==> src/rtl/spi_ctrl_pkg.sv <==
package spi_ctrl_pkg;

    localparam int CTRL_ADDR_W = 7;
    localparam int CTRL_DATA_W = 16;

    typedef enum logic [1:0] {
        ST_IDLE,
        ST_HEAD,
        ST_BODY,
        ST_COMMIT
    } frame_state_t;

    // default contents of a writable slot
    function automatic logic [CTRL_DATA_W-1:0] reg_default(input logic [CTRL_ADDR_W-1:0] a);
        return {1'b0, a, 8'h00};
    endfunction

endpackage

==> src/rtl/spi_sync.sv <==
module spi_sync #(
    parameter int          WIDTH   = 3,
    parameter int          STAGES  = 2,
    parameter logic [WIDTH-1:0] RST_VAL = '0
) (
    input  logic             clk,
    input  logic             rst_n,
    input  logic [WIDTH-1:0] d_in,
    output logic [WIDTH-1:0] lvl,
    output logic [WIDTH-1:0] rise,
    output logic [WIDTH-1:0] fall
);

    for (genvar g = 0; g < WIDTH; g++) begin : g_bit
        logic [STAGES-1:0] ff;
        logic              prev;

        always_ff @(posedge clk or negedge rst_n) begin
            if (!rst_n) begin
                ff   <= {STAGES{RST_VAL[g]}};
                prev <= RST_VAL[g];
            end else begin
                ff   <= {ff[STAGES-2:0], d_in[g]};
                prev <= ff[STAGES-1];
            end
        end

        assign lvl[g]  = ff[STAGES-1];
        assign rise[g] = ff[STAGES-1] & ~prev;
        assign fall[g] = ~ff[STAGES-1] & prev;
    end

endmodule

==> src/rtl/spi_frame_fsm.sv <==
module spi_frame_fsm
    import spi_ctrl_pkg::*;
#(
    parameter int ADDR_W = CTRL_ADDR_W,
    parameter int DATA_W = CTRL_DATA_W
) (
    input  logic              clk,
    input  logic              rst_n,
    input  logic              cs_fall,
    input  logic              cs_rise,
    input  logic              sck_rise,
    input  logic              sck_fall,
    input  logic              sdi_lvl,
    input  logic [DATA_W-1:0] rd_data,
    output logic [ADDR_W-1:0] rd_addr,
    output logic              commit_we,
    output logic [ADDR_W-1:0] commit_addr,
    output logic [DATA_W-1:0] commit_data,
    output logic              sdo,
    output logic              sdo_oe
);

    localparam int FRAME_W = 1 + ADDR_W + DATA_W;
    localparam int HEAD_W  = 1 + ADDR_W;
    localparam int CNT_W   = $clog2(FRAME_W + 1);

    frame_state_t         state, nxt;
    logic [FRAME_W-1:0]   sreg;
    logic [CNT_W-1:0]     cnt;
    logic                 rd_frame;
    logic                 load_pend;
    logic [DATA_W-1:0]    out_sr;
    logic                 sdo_q;
    logic [HEAD_W-1:0]    hdr;
    logic                 head_done;

    assign hdr       = {sreg[HEAD_W-2:0], sdi_lvl};
    assign head_done = sck_rise && (cnt == CNT_W'(HEAD_W - 1));

    // state register
    always_ff @(posedge clk or negedge rst_n) begin
        if (!rst_n) state <= ST_IDLE;
        else        state <= nxt;
    end

    // next state
    always_comb begin
        nxt = state;
        unique case (state)
            ST_IDLE:   if (cs_fall) nxt = ST_HEAD;
            ST_HEAD:   if (cs_rise) nxt = ST_COMMIT;
                       else if (head_done) nxt = ST_BODY;
            ST_BODY:   if (cs_rise) nxt = ST_COMMIT;
            ST_COMMIT: nxt = ST_IDLE;
        endcase
    end

    // shift, count and read-out datapath
    always_ff @(posedge clk or negedge rst_n) begin
        if (!rst_n) begin
            sreg      <= '0;
            cnt       <= '0;
            rd_frame  <= 1'b0;
            rd_addr   <= '0;
            load_pend <= 1'b0;
            out_sr    <= '0;
            sdo_q     <= 1'b0;
        end else begin
            if (state == ST_IDLE) begin
                sdo_q <= 1'b0;
                if (cs_fall) begin
                    cnt      <= '0;
                    rd_frame <= 1'b0;
                end
            end
            if ((state == ST_HEAD || state == ST_BODY) && sck_rise) begin
                sreg <= {sreg[FRAME_W-2:0], sdi_lvl};
                if (cnt != CNT_W'(FRAME_W)) cnt <= cnt + 1'b1;
            end
            if (state == ST_HEAD && head_done && !cs_rise) begin
                rd_frame  <= hdr[HEAD_W-1];
                rd_addr   <= hdr[ADDR_W-1:0];
                load_pend <= hdr[HEAD_W-1];
            end
            if (load_pend) begin
                out_sr    <= rd_data;
                load_pend <= 1'b0;
            end else if (state == ST_BODY && rd_frame && sck_fall) begin
                sdo_q  <= out_sr[DATA_W-1];
                out_sr <= {out_sr[DATA_W-2:0], 1'b0};
            end
            if (state == ST_COMMIT) sdo_q <= 1'b0;
        end
    end

    // outputs
    always_comb begin
        commit_we   = (state == ST_COMMIT) && (cnt == CNT_W'(FRAME_W))
                      && !rd_frame && !sreg[FRAME_W-1];
        commit_addr = sreg[FRAME_W-2 -: ADDR_W];
        commit_data = sreg[DATA_W-1:0];
        sdo_oe      = (state == ST_BODY) && rd_frame;
        sdo         = sdo_q && sdo_oe;
    end

endmodule

==> src/rtl/spi_reg_bank.sv <==
module spi_reg_bank
    import spi_ctrl_pkg::*;
#(
    parameter int          NUM_REGS  = 16,
    parameter int          ADDR_W    = CTRL_ADDR_W,
    parameter int          DATA_W    = CTRL_DATA_W,
    parameter logic [DATA_W-1:0] DEVICE_ID = 16'h5A31,
    parameter logic [2:0]  REVISION  = 3'd2
) (
    input  logic                       clk,
    input  logic                       rst_n,
    input  logic                       we,
    input  logic [ADDR_W-1:0]          waddr,
    input  logic [DATA_W-1:0]          wdata,
    input  logic [ADDR_W-1:0]          raddr,
    output logic [DATA_W-1:0]          rdata,
    output logic [NUM_REGS*DATA_W-1:0] regs_flat,
    output logic                       wr_stb,
    output logic [ADDR_W-1:0]          wr_addr,
    output logic [DATA_W-1:0]          wr_data
);

    localparam int IDX_W = $clog2(NUM_REGS);

    function automatic logic writable(input logic [ADDR_W-1:0] a);
        return (a >= ADDR_W'(2)) && (a < ADDR_W'(NUM_REGS))
               && (a != ADDR_W'(6)) && (a != ADDR_W'(7));
    endfunction

    logic [DATA_W-1:0] slot_q [NUM_REGS];
    logic              bank_clear;

    assign bank_clear = we && (waddr == '0);

    for (genvar g = 0; g < NUM_REGS; g++) begin : g_slot
        if (g >= 2 && g != 6 && g != 7) begin : g_rw
            localparam logic [DATA_W-1:0] DEF = DATA_W'(reg_default(ADDR_W'(g)));
            always_ff @(posedge clk or negedge rst_n) begin
                if (!rst_n)                                slot_q[g] <= DEF;
                else if (bank_clear)                       slot_q[g] <= DEF;
                else if (we && waddr == ADDR_W'(g))        slot_q[g] <= wdata;
            end
        end else begin : g_fixed
            assign slot_q[g] = '0;
        end
        assign regs_flat[g*DATA_W +: DATA_W] = slot_q[g];
    end

    always_comb begin
        if (raddr == ADDR_W'(0))             rdata = DEVICE_ID;
        else if (raddr == ADDR_W'(1))        rdata = DATA_W'(REVISION);
        else if (raddr < ADDR_W'(NUM_REGS))  rdata = slot_q[raddr[IDX_W-1:0]];
        else                                 rdata = '0;
    end

    always_ff @(posedge clk or negedge rst_n) begin
        if (!rst_n) begin
            wr_stb  <= 1'b0;
            wr_addr <= '0;
            wr_data <= '0;
        end else begin
            wr_stb <= we && writable(waddr);
            if (we && writable(waddr)) begin
                wr_addr <= waddr;
                wr_data <= wdata;
            end
        end
    end

endmodule

==> src/rtl/spi_ctrl_slave.sv <==
module spi_ctrl_slave
    import spi_ctrl_pkg::*;
#(
    parameter int          NUM_REGS    = 16,
    parameter logic [15:0] DEVICE_ID   = 16'h5A31,
    parameter logic [2:0]  REVISION    = 3'd2,
    parameter int          SYNC_STAGES = 2
) (
    input  logic                   clk,
    input  logic                   rst_n,
    input  logic                   spi_cs_n,
    input  logic                   spi_sck,
    input  logic                   spi_sdi,
    output logic                   spi_sdo,
    output logic                   spi_sdo_oe,
    output logic [NUM_REGS*16-1:0] regs_out,
    output logic                   wr_stb,
    output logic [6:0]             wr_addr,
    output logic [15:0]            wr_data
);

    logic [2:0]  pin_lvl, pin_rise, pin_fall;
    logic        cs_lvl;
    logic [6:0]  rd_addr, commit_addr;
    logic [15:0] rd_data, commit_data;
    logic        commit_we;

    // bit 2: chip select (idles high), bit 1: serial clock, bit 0: data
    spi_sync #(
        .WIDTH  (3),
        .STAGES (SYNC_STAGES),
        .RST_VAL(3'b100)
    ) u_sync (
        .clk  (clk),
        .rst_n(rst_n),
        .d_in ({spi_cs_n, spi_sck, spi_sdi}),
        .lvl  (pin_lvl),
        .rise (pin_rise),
        .fall (pin_fall)
    );

    assign cs_lvl = pin_lvl[2];

    spi_frame_fsm #(
        .ADDR_W(CTRL_ADDR_W),
        .DATA_W(CTRL_DATA_W)
    ) u_fsm (
        .clk        (clk),
        .rst_n      (rst_n),
        .cs_fall    (pin_fall[2]),
        .cs_rise    (pin_rise[2]),
        .sck_rise   (pin_rise[1]),
        .sck_fall   (pin_fall[1]),
        .sdi_lvl    (pin_lvl[0]),
        .rd_data    (rd_data),
        .rd_addr    (rd_addr),
        .commit_we  (commit_we),
        .commit_addr(commit_addr),
        .commit_data(commit_data),
        .sdo        (spi_sdo),
        .sdo_oe     (spi_sdo_oe)
    );

    spi_reg_bank #(
        .NUM_REGS (NUM_REGS),
        .ADDR_W   (CTRL_ADDR_W),
        .DATA_W   (CTRL_DATA_W),
        .DEVICE_ID(DEVICE_ID),
        .REVISION (REVISION)
    ) u_bank (
        .clk      (clk),
        .rst_n    (rst_n),
        .we       (commit_we),
        .waddr    (commit_addr),
        .wdata    (commit_data),
        .raddr    (rd_addr),
        .rdata    (rd_data),
        .regs_flat(regs_out),
        .wr_stb   (wr_stb),
        .wr_addr  (wr_addr),
        .wr_data  (wr_data)
    );

endmodule

==> config.mk <==
export PLATFORM = sky130hd
export DESIGN_NAME = spi_ctrl_slave
export DESIGN_NICKNAME = d
export VERILOG_FILES = /design/src/rtl/spi_ctrl_pkg.sv /design/src/rtl/spi_sync.sv /design/src/rtl/spi_frame_fsm.sv /design/src/rtl/spi_reg_bank.sv /design/src/rtl/spi_ctrl_slave.sv
export SDC_FILE = /design/constraint.sdc
export NUM_CORES = 1
export LEC_CHECK = 0
export ABC_AREA = 1
export BUFFER_PORTS_ARGS = -buffer_cell sky130_fd_sc_hd__buf_2
export CORE_UTILIZATION = 50
export DETAILED_ROUTE_END_ITERATION = 6
export PLACE_DENSITY = 0.77
export SETUP_SLACK_MARGIN = 0.1
export SLEW_MARGIN = 20
export SYNTH_ARGS = -nofsm -noshare
export SYNTH_HDL_FRONTEND = slang
export SYNTH_SLANG_ARGS = --single-unit
export TNS_END_PERCENT = 10
==> constraint.sdc <==
create_clock -name clk -period 2.04 [get_ports clk]
set_clock_uncertainty 0.1 [all_clocks]
set_input_delay 0.408 -clock clk [delete_from_list [all_inputs] [get_ports clk]]
set_output_delay 0.408 -clock clk [all_outputs]
set_load 0.01 [all_outputs]
# --- Word level (Yosys, flattened, before mapping) ---
# Index checks and enable logic that the tools add are counted.
word_totals:
  reg_bits: 281
  out_inout_bits: 282
op_classes:
  addsub: 1
  order_cmp: 4
  eq_ne: 24
  n_mux: 50
  bitwise_logic: 9
  reduce_logical: 51
op_table:
  columns: ["operator", "count"]
  rows:
  - ["two-way mux 16 bit", 31]
  - ["binary-select mux 16 bit (select 4 bit)", 1]
  - ["== test 7 x 4 -> 1 bit (second input constant)", 8]
  - ["nonzero test 2 bit", 15]
  - ["logical AND 1 bit", 27]
  - ["two-way mux 5 bit", 4]
  - ["== test 7 x 2 -> 1 bit (second input constant)", 2]
  - ["== test 7 x 3 -> 1 bit (second input constant)", 2]
  - ["logical NOT 7 bit", 2]
  - ["< comparator 7 x 5 -> 1 bit (second input constant)", 2]
  - ["!= test 7 x 3 -> 1 bit (second input constant)", 2]
  - ["two-way mux 1 bit", 9]
  - ["two-way mux 2 bit", 4]
  - ["case mux 2 bit (4 select lines)", 1]
  - ["== test 7 x 1 -> 1 bit (second input constant)", 1]
  - ["greater-or-equal comparator 7 x 2 -> 1 bit (second input constant)", 1]
  - ["adder 5 x 1 -> 5 bit (second input constant)", 1]
  - ["== test 5 x 3 -> 1 bit (second input constant)", 1]
  - ["== test 5 bit (second input constant)", 1]
  - ["greater-or-equal comparator 5 bit (second input constant)", 1]
  - ["!= test 5 bit (second input constant)", 1]
  - ["inverter 4 -> 5 bit", 1]
  - ["AND 1 bit", 4]
  - ["== test 2 bit (second input constant)", 2]
  - ["9 further kinds", 15]

# --- Logic depth before layout (Yosys ltp) ---
# Gate-level depths: netlist of the first run.
logic_depth:
  word_depth: 8
  ltp_mapped: 12
  mapped_depth_nobuf: 11

# --- By module ---
# A second synthesis of the first run with hierarchy kept.
hier_totals:
  hier_cells: 1706
  area_unflattened_um2: 13914.6
by_module_without_submodules:
  columns: ["mod", "instances", "cells_per_inst", "area_each_um2", "seq_area_each_um2"]
  rows:
  - ["spi_reg_bank", 1, 1358, 10729.0, 5437.7]
  - ["spi_frame_fsm", 1, 324, 2889.0, 1426.4]
  - ["spi_sync", 1, 24, 296.5, 229.0]

# --- Worst setup path before layout of the first run ---
# OpenSTA, ideal clock, no wires.
synth_path:
  kind: "register to register"
  from: "reg u_fsm.cnt[0]"
  to: "reg u_bank.slot_q, in the netlist u_bank.regs_flat[175]"
  t_arrival_ns: 1.700
  setup_slack_ns: 0.119
  stages_incl_launch_ff: 13
  path_buffers: 3
  synth_period_minus_slack_ns: 1.921
  cell_sequence: "dfrtp_1 > inv_1 > ha_1 > nand2_2 > nor2_4 > nand2_4 > nor2_8 > buf_6 > buf_8 > a31oi_4 > buf_6 > nand2_1 > o21ai_2"
synth_via:
  elab_chain_cells: 6
  elab_cells_between_ends: 8
synth_lines:
  columns: ["item", "line", "source"]
  rows:
  - ["start: declaration", "spi_frame_fsm.sv:29", "logic [CNT_W-1:0] cnt;"]
  - ["start signal: assignment", "spi_frame_fsm.sv:78", "if (cnt != CNT_W'(FRAME_W)) cnt <= cnt + 1'b1;"]
  - ["== test 5 bit (*)", "spi_frame_fsm.sv:98", "commit_we = (state == ST_COMMIT) && (cnt == CNT_W'(FRAME_W))"]
  - ["logical AND 1 bit (*)", "spi_frame_fsm.sv:98", null]
  - ["logical AND 1 bit (*) (2 in a row)", "spi_frame_fsm.sv:99", "&& !rd_frame && !sreg[FRAME_W-1];"]
  - ["logical AND 1 bit (on tied branches)", "spi_reg_bank.sv:33, spi_reg_bank.sv:41", null]
  - ["two-way mux 16 bit or nonzero test 2 bit (tied branches)", null, null]
  - ["end signal: indexed assignment", "spi_reg_bank.sv:41", "else if (we && waddr == ADDR_W'(g)) slot_q[g] <= wdata;"]
  - ["end: declaration", "spi_reg_bank.sv:30", "logic [DATA_W-1:0] slot_q [NUM_REGS];"]
# Mark *: on every way between the ends. The rest lies on a longest branch, timed or not.
# A chain may end at the register's enable or synchronous reset.

# --- Worst setup path after layout of the first run ---
layout_path:
  from: "reg u_fsm.cnt[0]"
  to: "reg u_bank.slot_q, in the netlist u_bank.regs_flat[182]"
# The elaborated chain is that of the path after synthesis.

==> results of run 1 <==
## critical path, stage by stage, from the launching register on
cell,delay [ps]
sky130_fd_sc_hd__dfrtp_1,390
sky130_fd_sc_hd__inv_1,60
sky130_fd_sc_hd__ha_2,170
sky130_fd_sc_hd__nand2_2,60
sky130_fd_sc_hd__nor2_4,140
sky130_fd_sc_hd__nand2_4,90
sky130_fd_sc_hd__nor2_8,130
sky130_fd_sc_hd__buf_12,140
sky130_fd_sc_hd__buf_8,130
sky130_fd_sc_hd__a31oi_4,40
sky130_fd_sc_hd__buf_12,160
sky130_fd_sc_hd__clkbuf_16,170
sky130_fd_sc_hd__nand2_2,60
sky130_fd_sc_hd__o21ai_1,60
## cells in the mapped netlist (all sizes together), types with 7 or more instances
cell type,instances
nand2,486
o21ai,305
dfrtp,252
inv,131
buf,104
nor2,89
nand3,86
clkbuf,60
dfstp,29
a21oi,24
nand4,10
o22ai,10
nor3,8
a22oi,7
## repair_timing
| action | in CTS | in global routing |
|---|---|---|
| gates cloned | 0 | 10 |
| endpoints found under the setup margin | 174 | 228 |
| hold buffers | 4 | 0 |
| setup buffers | 4 | 13 |
| pin swaps | 1 | 21 |
| resized for setup | 9 | 183 |
| hold endpoints to repair | 95 | 0 |
## stage by stage
step	hold slack, ps	area, µm²	setup TNS [ps]	instances
6_report	199	17200	0	2257
3_5_place_dp	207	15400	-115	2170
3_3_place_gp	200	15400	0	2170
4_1_cts	204	16500	0	2234
2_1_floorplan	12.4	13700	0	1691
5_1_grt	216	17200	-1270	2257
## final cells by class
cell class	instances	area [µm²]	share of cell area, %
multi-input cells	1112	5540	32.1
clock buffers	47	895	5.19
flip-flops and latches	281	7070	41.0
well taps	335	419	2.43
clock inverters	9	114	0.660
inverters	134	523	3.03
repair buffers	339	2690	15.6
## logic make-up after synthesis
kind of cell               after synthesis
DFF                                    281
xor gates and xnor gates                 1
buffers and inverters                  298
AOI/OAI and AO/OA                      360
and+or+nand+nor                        681
adders and majority gates                6
other                                    1
## state kept, by name, summed over array words and instances (netlist names)
| register | cells |
|---|---|
| u_bank.wr_data | 16 |
| u_bank.wr_addr | 7 |
| u_bank.regs_flat | 192 |
| u_fsm.sdo_q | 1 |
| u_fsm.rd_addr | 7 |
| u_fsm.cnt | 5 |
| u_fsm.state | 2 |
| u_fsm.sreg | 24 |
| u_fsm.out_sr | 16 |
| u_fsm.load_pend | 1 |
| u_sync.g_bit.prev | 2 |
| u_bank.wr_stb | 1 |
| u_fsm.rd_frame | 1 |
| u_sync.g_bit.ff | 6 |
## routing by layer
| layer | share of wire (%) | up-vias | track usage, % |
|---|---|---|---|
| li1 | - | 5671 | - |
| met1 | 38 | 6111 | 44.2 |
| met2 | 44 | 970 | 48.9 |
| met3 | 13 | 160 | 7.53 |
| met4 | 4.4 | 0 | 12.8 |
| met5 | 0 | - | 0 |
## path summary, 6_finish.rpt
check	start	endpoint	slack (ps)	cells past startpoint
min in group clk	u_sync.g_bit[1].ff[0]	u_sync.g_bit[1].ff[1]	250	0
setup reg to reg	u_fsm.cnt[0]	u_bank.regs_flat[182]	20	13
hold reg to reg	u_sync.g_bit[1].ff[0]	u_sync.g_bit[1].ff[1]	250	0
max in group asynchronous	rst_n	u_bank.regs_flat[61]	890	3
hold / removal	rst_n	u_bank.regs_flat[181]	200	2
setup / recovery	u_fsm.cnt[0]	u_bank.regs_flat[182]	20	13
## where the power goes
part | switching, mW | internal [mW]
logic | 2.74 | 1.78
registers | 0.856 | 6.34
clock network | 2.29 | 3.26
total | 5.89 | 11.4
==> qor.csv, run 1 <==
stage;metric;value;unit
outcome;outcome;finished with violations;
grt;grt_pass1_vias;11700;
synth;netlist.top_cell.by_area;sky130_fd_sc_hd__dfrtp_1;
grt;grt_first_pass_wirelength;68100;µm
place;place.gp.congestion;0.975;
clocking;clock_tree_from_tritoncts;yes;
pwr;total_leakage_power;8.44;nW
layout;area_growth_syn_to_layout;28.1;%
clocking;clock_latency;580;ps
synth;synthesis.yosys.warnings;0;
pwr;powerDensity;1000;nW/µm²
sta;finalSetupViolCount;0;
routing;dr.pass1.iters;7;
synth;yosys-top-cells-area;sky130_fd_sc_hd__dfrtp_1, sky130_fd_sc_hd__nand2_1, sky130_fd_sc_hd__o21ai_0;
synth;synthMuxAreaShare;0;%
synth;netlist.area_leader.share;46.8;%
synth;synth_enable_flop_cells;0;
layout;layout_common_cells;sky130_fd_sc_hd__nand2_1, sky130_fd_sc_hd__dfrtp_1, sky130_fd_sc_hd__buf_2;
routing;ant_nets;0;
pwr;total_power_draw;17.3;mW
sta;final_report_hold_violation_count;0;
critical_path;critical_path.endpoint_type;flip-flop;
layout;layout.cells.most_common;sky130_fd_sc_hd__nand2_1;
sta;final_critical_path_setup_slack;20.9;ps
die;num_rows;59;
place;port_buffers;222;
layout;antenna-diode-count;0;
worst_hold_path;worst_hold_path_type;primary input to asynchronous set/reset pin;
synth;synth_sequential_area_ratio;52.5;%
die;count_of_boundary_i_o_pins;287;
sta;final_max_slew_viol_count;0;
clocking;cts.root.buffer_cell;sky130_fd_sc_hd__clkbuf_16;
flow_run;cap_viol_max_count;0;
routing;detail_route.wirelength;47100;µm
critical_path;critPathKind;flip-flop to flip-flop;
synth;async_reset_ff_share;100;%
critical_path;critical_path_data_arrival_time;2380;ps
synth;synth_compound_area_share;15.1;%
synth;synth.cell_area;13500;µm²
layout;post-route-util;65.8;%
sta;post_route_fraction_of_the_period_consumed_by_the_critical_path;99.0;%
die;die_y;166;µm
pwr;vdd_ir_drop_max;0.900;mV
synth;post_synth_fa_ha_maj_area_fraction;0.558;%
layout;final_stage_net_count;1909;
routing;average_wire_length_per_cell_after_detail_routing;20.8;µm
outcome;failing_checks;design-rule violations;
synth;commonest_register_cell_after_synthesis;sky130_fd_sc_hd__dfrtp_1;
critical_path;critPathLaunchType;flip-flop;
die;die_w;166;µm
routing;drc;30;
synth;postSynthRegisterBits;281;
critical_path;worstPathMaxFanout;8;
grt;grt_use_total;32.0;%
routing;via_per_inst;5.72;
synth;gate_count_post_synth;1628;
sta;grt_setup_unrepaired;true;
die;initial_utilization;51.4;%
grt;grt_antenna_before_repair;1;
critical_path;worst-endpoint-required;2400;ps
layout;final.fill_count;2099;
clocking;htreeDepth;1;
place;detailedPlace.worstSlack;-29.0;ps
routing;detailedRoute.firstIterationViolations;1866;
layout;drive_above_1_share;30.1;%
sta;max_freq;0.495;GHz
synth;yosysUniqueCellTypes;41;
synth;syn_area_per_cell;8.27;µm²
synth;main_combinational_cell_family_by_area_after_synthesis;simple AND/OR/NAND/NOR gates;
routing;route.vias.total;12900;
synth;synthSimpleGateAreaFrac;20.7;%
place;dp.final_hpwl;31400;µm
die;core;26200;µm²
clocking;tritoncts.num_buffers;30;
clocking;cts_max_path_buffers;3;
clocking;number_of_sinks_handled_by_clock_tree_synthesis;281;
grt;pin_count_of_the_biggest_net_entering_global_routing;66;
grt;global_route.overflow_total;0;
sta;finalCriticalPeriod;2020;ps
die;die-area;27600;µm²
clocking;clk_pin_slew;60;ps
synth;synth_xor_area_share;0.0651;%
(Power assumes the default switching activity.)
==> run 2, diff against run 1 <==
--- a/config.mk
+++ b/config.mk
@@ -10,6 +10,7 @@
 export CORE_UTILIZATION = 50
 export DETAILED_ROUTE_END_ITERATION = 6
 export PLACE_DENSITY = 0.77
+export REMOVE_ABC_BUFFERS = 1
 export SETUP_SLACK_MARGIN = 0.1
 export SLEW_MARGIN = 20
 export SYNTH_ARGS = -nofsm -noshare
==> run 2 against run 1 <==
Effect of this change:
- the flow finishes with violations (design-rule violations, negative setup slack)
- die area is the same
- final cell count is essentially flat
- largest cell class unchanged
- cell area shrank 2.4%
- setup slack lost 29 ps
- largest power group unchanged
- sequential share of layout area grew 1.0 points
- wire length shrank 8.4%
- highest routed layer is now met5
- critical endpoint is now spi_sdo
==> qor.csv, run 2 (same netlist as run 1, synthesis figures left out) <==
stage;metric;value;unit
grt;global_route.overflow_total;0;
layout;layout.cells.most_common;sky130_fd_sc_hd__nand2_1;
pwr;total_power_draw;16.6;mW
routing;drc;47;
layout;antenna-diode-count;0;
die;num_rows;59;
routing;ant_nets;0;
place;cell_area_after_placement;15300;µm²
sta;grt_setup_unrepaired;true;
place;detailedPlace.worstSlack;-70.3;ps
grt;grt_first_pass_wirelength;65200;µm
routing;via_per_inst;5.48;
sta;timing_worst_slew_pin_value;633;ps
pwr;seq_power_share;42.5;%
routing;average_wire_length_per_cell_after_detail_routing;19.1;µm
sta;worst_hold_margin;257;ps
critical_path;worst-endpoint-required;1530;ps
pwr;switchingPower;5.38;mW
sta;finalSetupViolCount;1;
critical_path;worst_path_max_delay_cell;sky130_fd_sc_hd__dfrtp_1;
clocking;cts_max_path_buffers;3;
critical_path;r2r_slack;10;ps
place;port_buffers;222;
layout;layoutNonFillerInstCount;2256;
sta;slew-limit-headroom;57.7;%
sta;setup_total_negative_slack;-7.74;ps
routing;route.vias.total;12400;
pwr;comb_power_share;23.9;%
critical_path;path_depth;6;
critical_path;critPathLaunchType;flip-flop;
routing;detail_route.wirelength;43100;µm
critical_path;worstPathMaxFanout;2;
grt;grt_pass1_vias;11500;
die;die_y;166;µm
layout;final.fill_count;2145;
place;placed_cells_incl_taps;2171;
layout;drive_above_1_share;25.7;%
pwr;total_leakage_power;8.33;nW
place;dp.final_hpwl;29000;µm
layout;final_stage_net_count;1908;
die;count_of_boundary_i_o_pins;287;
die;die-area;27600;µm²
worst_hold_path;worst_hold_path_type;flip-flop to flip-flop;
flow_run;cap_viol_max_count;0;
clocking;tritoncts.num_buffers;30;
grt;grt_antenna_before_repair;1;
clocking;htreeDepth;1;
clocking;number_of_sinks_handled_by_clock_tree_synthesis;281;
layout;area_growth_syn_to_layout;25.0;%
sta;final_max_slew_viol_count;0;
clocking;cts.root.buffer_cell;sky130_fd_sc_hd__clkbuf_16;
critical_path;timing.critical_path.buf_inv;3;
place;place.gp.congestion;0.944;
critical_path;critPathKind;flip-flop to output pin;
critical_path;critical_path_data_arrival_time;1540;ps
layout;largest_register_ffs;192;
outcome;failing_checks;design-rule violations, negative setup slack;
critical_path;cpLargestDelayFamily;flip-flops;
routing;dr.pass1.iters;7;
routing;detailedRoute.firstIterationViolations;1422;
layout;layout_common_cells;sky130_fd_sc_hd__nand2_1, sky130_fd_sc_hd__dfrtp_1, sky130_fd_sc_hd__o21ai_0;
clocking;clock_latency;570;ps
pwr;clockPowerShare;33.6;%
critical_path;critical_path.endpoint_type;output pin;
die;initial_utilization;51.4;%
sta;final_report_hold_violation_count;0;
critical_path;cp_slowest_stage_delay;390;ps
layout;post-route-util;64.2;%
sta;max_freq;0.488;GHz
grt;grt_use_total;30.3;%
pwr;vdd_ir_drop_max;0.600;mV
die;core;26200;µm²
outcome;outcome;finished with violations;
clocking;clk_pin_slew;60;ps
worst_hold_path;hold_path_depth;0;
pwr;swShare;32.4;%
grt;pin_count_of_the_biggest_net_entering_global_routing;62;
layout;finished_cell_area;16800;µm²
pwr;powerDensity;987;nW/µm²
critical_path;worst-r2r-cell-count;12;
critical_path;timing.critical_path.cells;buf_6 -> inv_6 -> ha_4 -> nand2_2 -> nor2_2 -> buf_2;
die;die_w;166;µm
sta;final_critical_path_setup_slack;-7.74;ps
pwr;cell_internal_pwr;11.2;mW
sta;finalCriticalPeriod;2050;ps
sta;post_route_fraction_of_the_period_consumed_by_the_critical_path;100;%
clocking;clock_tree_from_tritoncts;yes;
==> run 2: cell count changes in the layout (fill, tap and decap cells not counted), moves of 12 or more <==
cell                      before  now
sky130_fd_sc_hd__nand2_1     405  472
sky130_fd_sc_hd__nand2_2      66   11
sky130_fd_sc_hd__nand2_4      15    3
sky130_fd_sc_hd__o21ai_0     191  233
sky130_fd_sc_hd__o21ai_1      77   47
sky130_fd_sc_hd__o21ai_2      37   25
==> run 2: final timing paths <==
check,from,end
worst min register to register,u_sync.g_bit[2].ff[0],u_sync.g_bit[2].ff[1]
worst max register to register,u_fsm.cnt[0],u_bank.regs_flat[38]
worst min-delay path,u_sync.g_bit[2].ff[0],u_sync.g_bit[2].ff[1]
max in group asynchronous,rst_n,u_bank.regs_flat[187]
min in group asynchronous,rst_n,u_bank.regs_flat[241]
worst max-delay path,u_fsm.state[0],spi_sdo
==> run 2: layout make-up <==
class / instances / area [µm²] / share of cell area, %
Sequential cell: 281 / 7070 / 42.0
Timing Repair Buffer: 337 / 2520 / 14.9
Clock inverter: 5 / 86.3 / 0.513
Tap cell: 335 / 419 / 2.49
Inverter: 134 / 523 / 3.11
Clock buffer: 51 / 930 / 5.52
Multi-Input combinational cell: 1113 / 5290 / 31.4
==> run 2: power by group through the flow <==
stage          Combinational (mW)  Clock, mW  Sequential [mW]
3_3_place_gp                 3.56          0             7.10
6_report                     3.97       5.59             7.06
5_1_grt                      4.34       5.86             7.13
2_1_floorplan                1.60          0             7.21
3_5_place_dp                 3.65          0             7.12
4_1_cts                      3.77       5.63             7.03
==> run 2: metal layers <==
layer | vias to the layer above | GRT usage, % | share of wire [%]
met5 | - | 0 | 0.037
met4 | 2 | 12.8 | 4.2
met3 | 118 | 6.43 | 10
met2 | 763 | 47.6 | 46
met1 | 5817 | 40.9 | 39
li1 | 5670 | - | -
==> run 2: timing repair <==
item	CTS	global route
setup endpoints to repair	149	229
cloned	1	5
hold buffers	4	0
pin swaps	8	4
resized for setup	26	37
setup buffers	5	14
hold endpoints to repair	48	0
==> run 3, diff against run 2 <==
--- a/config.mk
+++ b/config.mk
@@ -7,9 +7,10 @@
 export LEC_CHECK = 0
 export ABC_AREA = 1
 export BUFFER_PORTS_ARGS = -buffer_cell sky130_fd_sc_hd__buf_2
-export CORE_UTILIZATION = 50
+export CORE_UTILIZATION = 59
 export DETAILED_ROUTE_END_ITERATION = 6
-export PLACE_DENSITY = 0.77
+export MAX_ROUTING_LAYER = met4
+export PLACE_DENSITY = 0.85
 export REMOVE_ABC_BUFFERS = 1
 export SETUP_SLACK_MARGIN = 0.1
 export SLEW_MARGIN = 20
==> constraint.sdc (replaced) <==
create_clock -name clk -period 2.4 [get_ports clk]
set_clock_uncertainty 0.1 [all_clocks]
set_input_delay 0.48 -clock clk [delete_from_list [all_inputs] [get_ports clk]]
set_output_delay 0.48 -clock clk [all_outputs]
set_load 0.01 [all_outputs]
==> run 3 against run 2 <==
Effect of this change:
- the flow now finishes without violations
- combinational power fell by 27%
- first-iteration DRC count rose by 3.2%
- wire length fell by 2.3%
- clock power fell by 14%
- power fell by 17%
- setup slack improved by 150 ps
- die area fell by 15%
- via count rose by 1.3%
- hold slack got worse by 20 ps
==> qor.csv, run 3 (same netlist as run 1, synthesis figures left out) <==
stage;metric;value;unit
grt;grt_first_pass_wirelength;64900;µm
pwr;vdd_ir_drop_max;0.582;mV
routing;detail_route.wirelength;42100;µm
sta;max_freq;0.444;GHz
routing;ant_nets;0;
sta;grt_setup_unrepaired;true;
routing;dr.pass1.iters;6;
clocking;cts.root.buffer_cell;sky130_fd_sc_hd__clkbuf_16;
layout;post-route-util;72.1;%
flow_run;cap_viol_max_count;0;
layout;layout_common_cells;sky130_fd_sc_hd__nand2_1, sky130_fd_sc_hd__dfrtp_1, sky130_fd_sc_hd__o21ai_0;
clocking;clk_pin_slew;60;ps
place;dp.final_hpwl;26900;µm
sta;slew-limit-headroom;52.2;%
place;port_buffers;222;
layout;final_stage_net_count;1848;
place;cell_area_after_placement;14800;µm²
layout;finished_cell_area;15900;µm²
layout;drive_above_1_share;22.8;%
layout;multi_input_area;5250;µm²
sta;finalCriticalPeriod;2250;ps
grt;grt_use_total;36.9;%
critical_path;critPathLaunchType;flip-flop;
grt;global_route.overflow_total;0;
pwr;powerDensity;861;nW/µm²
routing;via_per_inst;5.85;
sta;finalSetupViolCount;0;
clocking;tritoncts.num_buffers;30;
grt;grt_antenna_before_repair;0;
die;num_rows;54;
die;die_w;153;µm
place;placed_cells_incl_taps;2078;
routing;average_wire_length_per_cell_after_detail_routing;19.7;µm
layout;largest_register_ffs;192;
sta;post_route_fraction_of_the_period_consumed_by_the_critical_path;93.9;%
sta;worst_hold_margin;238;ps
layout;layout.cells.most_common;sky130_fd_sc_hd__nand2_1;
critical_path;critical_path.endpoint_type;flip-flop;
layout;layoutNonFillerInstCount;2141;
sta;timing_worst_slew_pin_value;716;ps
critical_path;critPathKind;flip-flop to flip-flop;
worst_hold_path;worst_hold_path_type;flip-flop to flip-flop;
layout;sequential_cell_area;7070;µm²
layout;area_growth_syn_to_layout;18.4;%
outcome;outcome;finished, final reports clean;
critical_path;worstPathMaxFanout;22;
clocking;clock_latency;570;ps
routing;drc;0;
die;count_of_boundary_i_o_pins;287;
die;core;22100;µm²
place;place.gp.congestion;0.936;
grt;pin_count_of_the_biggest_net_entering_global_routing;57;
sta;final_max_slew_viol_count;0;
die;die_y;153;µm
die;initial_utilization;60.9;%
critical_path;worst-endpoint-required;2720;ps
clocking;clock_tree_from_tritoncts;yes;
routing;route.vias.total;12500;
clocking;number_of_sinks_handled_by_clock_tree_synthesis;281;
grt;grt_pass1_vias;11700;
pwr;total_leakage_power;7.91;nW
critical_path;critical_path_data_arrival_time;2580;ps
routing;detailedRoute.firstIterationViolations;1468;
layout;antenna-diode-count;0;
clocking;htreeDepth;1;
clocking;cts_max_path_buffers;3;
die;die-area;23400;µm²
layout;final.fill_count;1624;
sta;final_report_hold_violation_count;0;
==> run 3: changes by cell type in the layout (fill, tap and decap cells not counted), moves of 4 or more <==
cell | previous run | this run
sky130_fd_sc_hd__o21ai_0 | 233 | 239
sky130_fd_sc_hd__clkbuf_8 | 10 | 6
sky130_fd_sc_hd__buf_6 | 11 | 0
sky130_fd_sc_hd__buf_12 | 31 | 15
sky130_fd_sc_hd__buf_4 | 62 | 36
sky130_fd_sc_hd__nor2_1 | 76 | 80
sky130_fd_sc_hd__o21ai_1 | 47 | 41
==> run 3: timing repair <==
action | 4_1_cts | 5_1_grt
hold buffers | 4 | 0
setup endpoints to repair | 0 | 127
setup buffers | 0 | 2
gates resized for setup | 0 | 15
hold endpoints to repair | 43 | 0
==> run 3: where the power goes <==
group / total [mW] / leakage, nW / switching [mW] / internal, mW
sequential: 6.04 / 3.77 / 0.640 / 5.39
clock: 4.81 / 0.505 / 1.94 / 2.88
combinational: 2.88 / 3.63 / 1.89 / 0.990
total: 13.7 / 7.91 / 4.46 / 9.26
==> run 3: area by class of cell <==
class | instances | share of cell area, %
Timing Repair Buffer | 277 | 10.9
Sequential cell | 281 | 44.4
Clock inverter | 9 | 0.793
Inverter | 134 | 3.17
Multi-Input combinational cell | 1113 | 33.0
Clock buffer | 47 | 5.62
Tap cell | 280 | 2.20
==> run 3: worst max-delay path, cell delays in order, from the launching register on <==
cell and delay (ps):
sky130_fd_sc_hd__dfrtp_1 400, sky130_fd_sc_hd__inv_1 60, sky130_fd_sc_hd__ha_1 210, sky130_fd_sc_hd__nand2_2 90
sky130_fd_sc_hd__nor2_4 50, sky130_fd_sc_hd__nand2_4 140, sky130_fd_sc_hd__nor2_8 80, sky130_fd_sc_hd__nor2_2 570
sky130_fd_sc_hd__buf_12 260, sky130_fd_sc_hd__o21ai_0 120
==> run 3: final timing paths <==
check,from,end,slack (ps),cells after the start
max in group asynchronous,rst_n,u_bank.regs_flat[184],1140,3
hold / removal,u_sync.g_bit[1].ff[0],u_sync.g_bit[1].ff[1],240,0
setup reg to reg,u_fsm.cnt[0],u_bank.regs_flat[158],150,9
setup / recovery,u_fsm.cnt[0],u_bank.regs_flat[158],150,9
min in group asynchronous,rst_n,u_bank.regs_flat[148],330,2
hold reg to reg,u_sync.g_bit[1].ff[0],u_sync.g_bit[1].ff[1],240,0
==> run 3: metal layers <==
layer  vias up  wire, µm  GRT usage, %
li1       5544         -             -
met1      5927     16400          49.3
met2       873     19200          55.9
met3       182      4400          5.44
met4         0      2160          17.5
met5         -         0             -
==> run 3: through the flow <==
stage | setup WS, ps | setup TNS, ps | power, mW
after floorplan | -2310 | -39390 | 7.49
after global placement | 248 | 0 | 8.73
after detailed placement | 166 | 0 | 8.84
after CTS | 135 | 0 | 13.7
after global routing | 81.6 | 0 | 14.3
final | 147 | 0 | 13.7
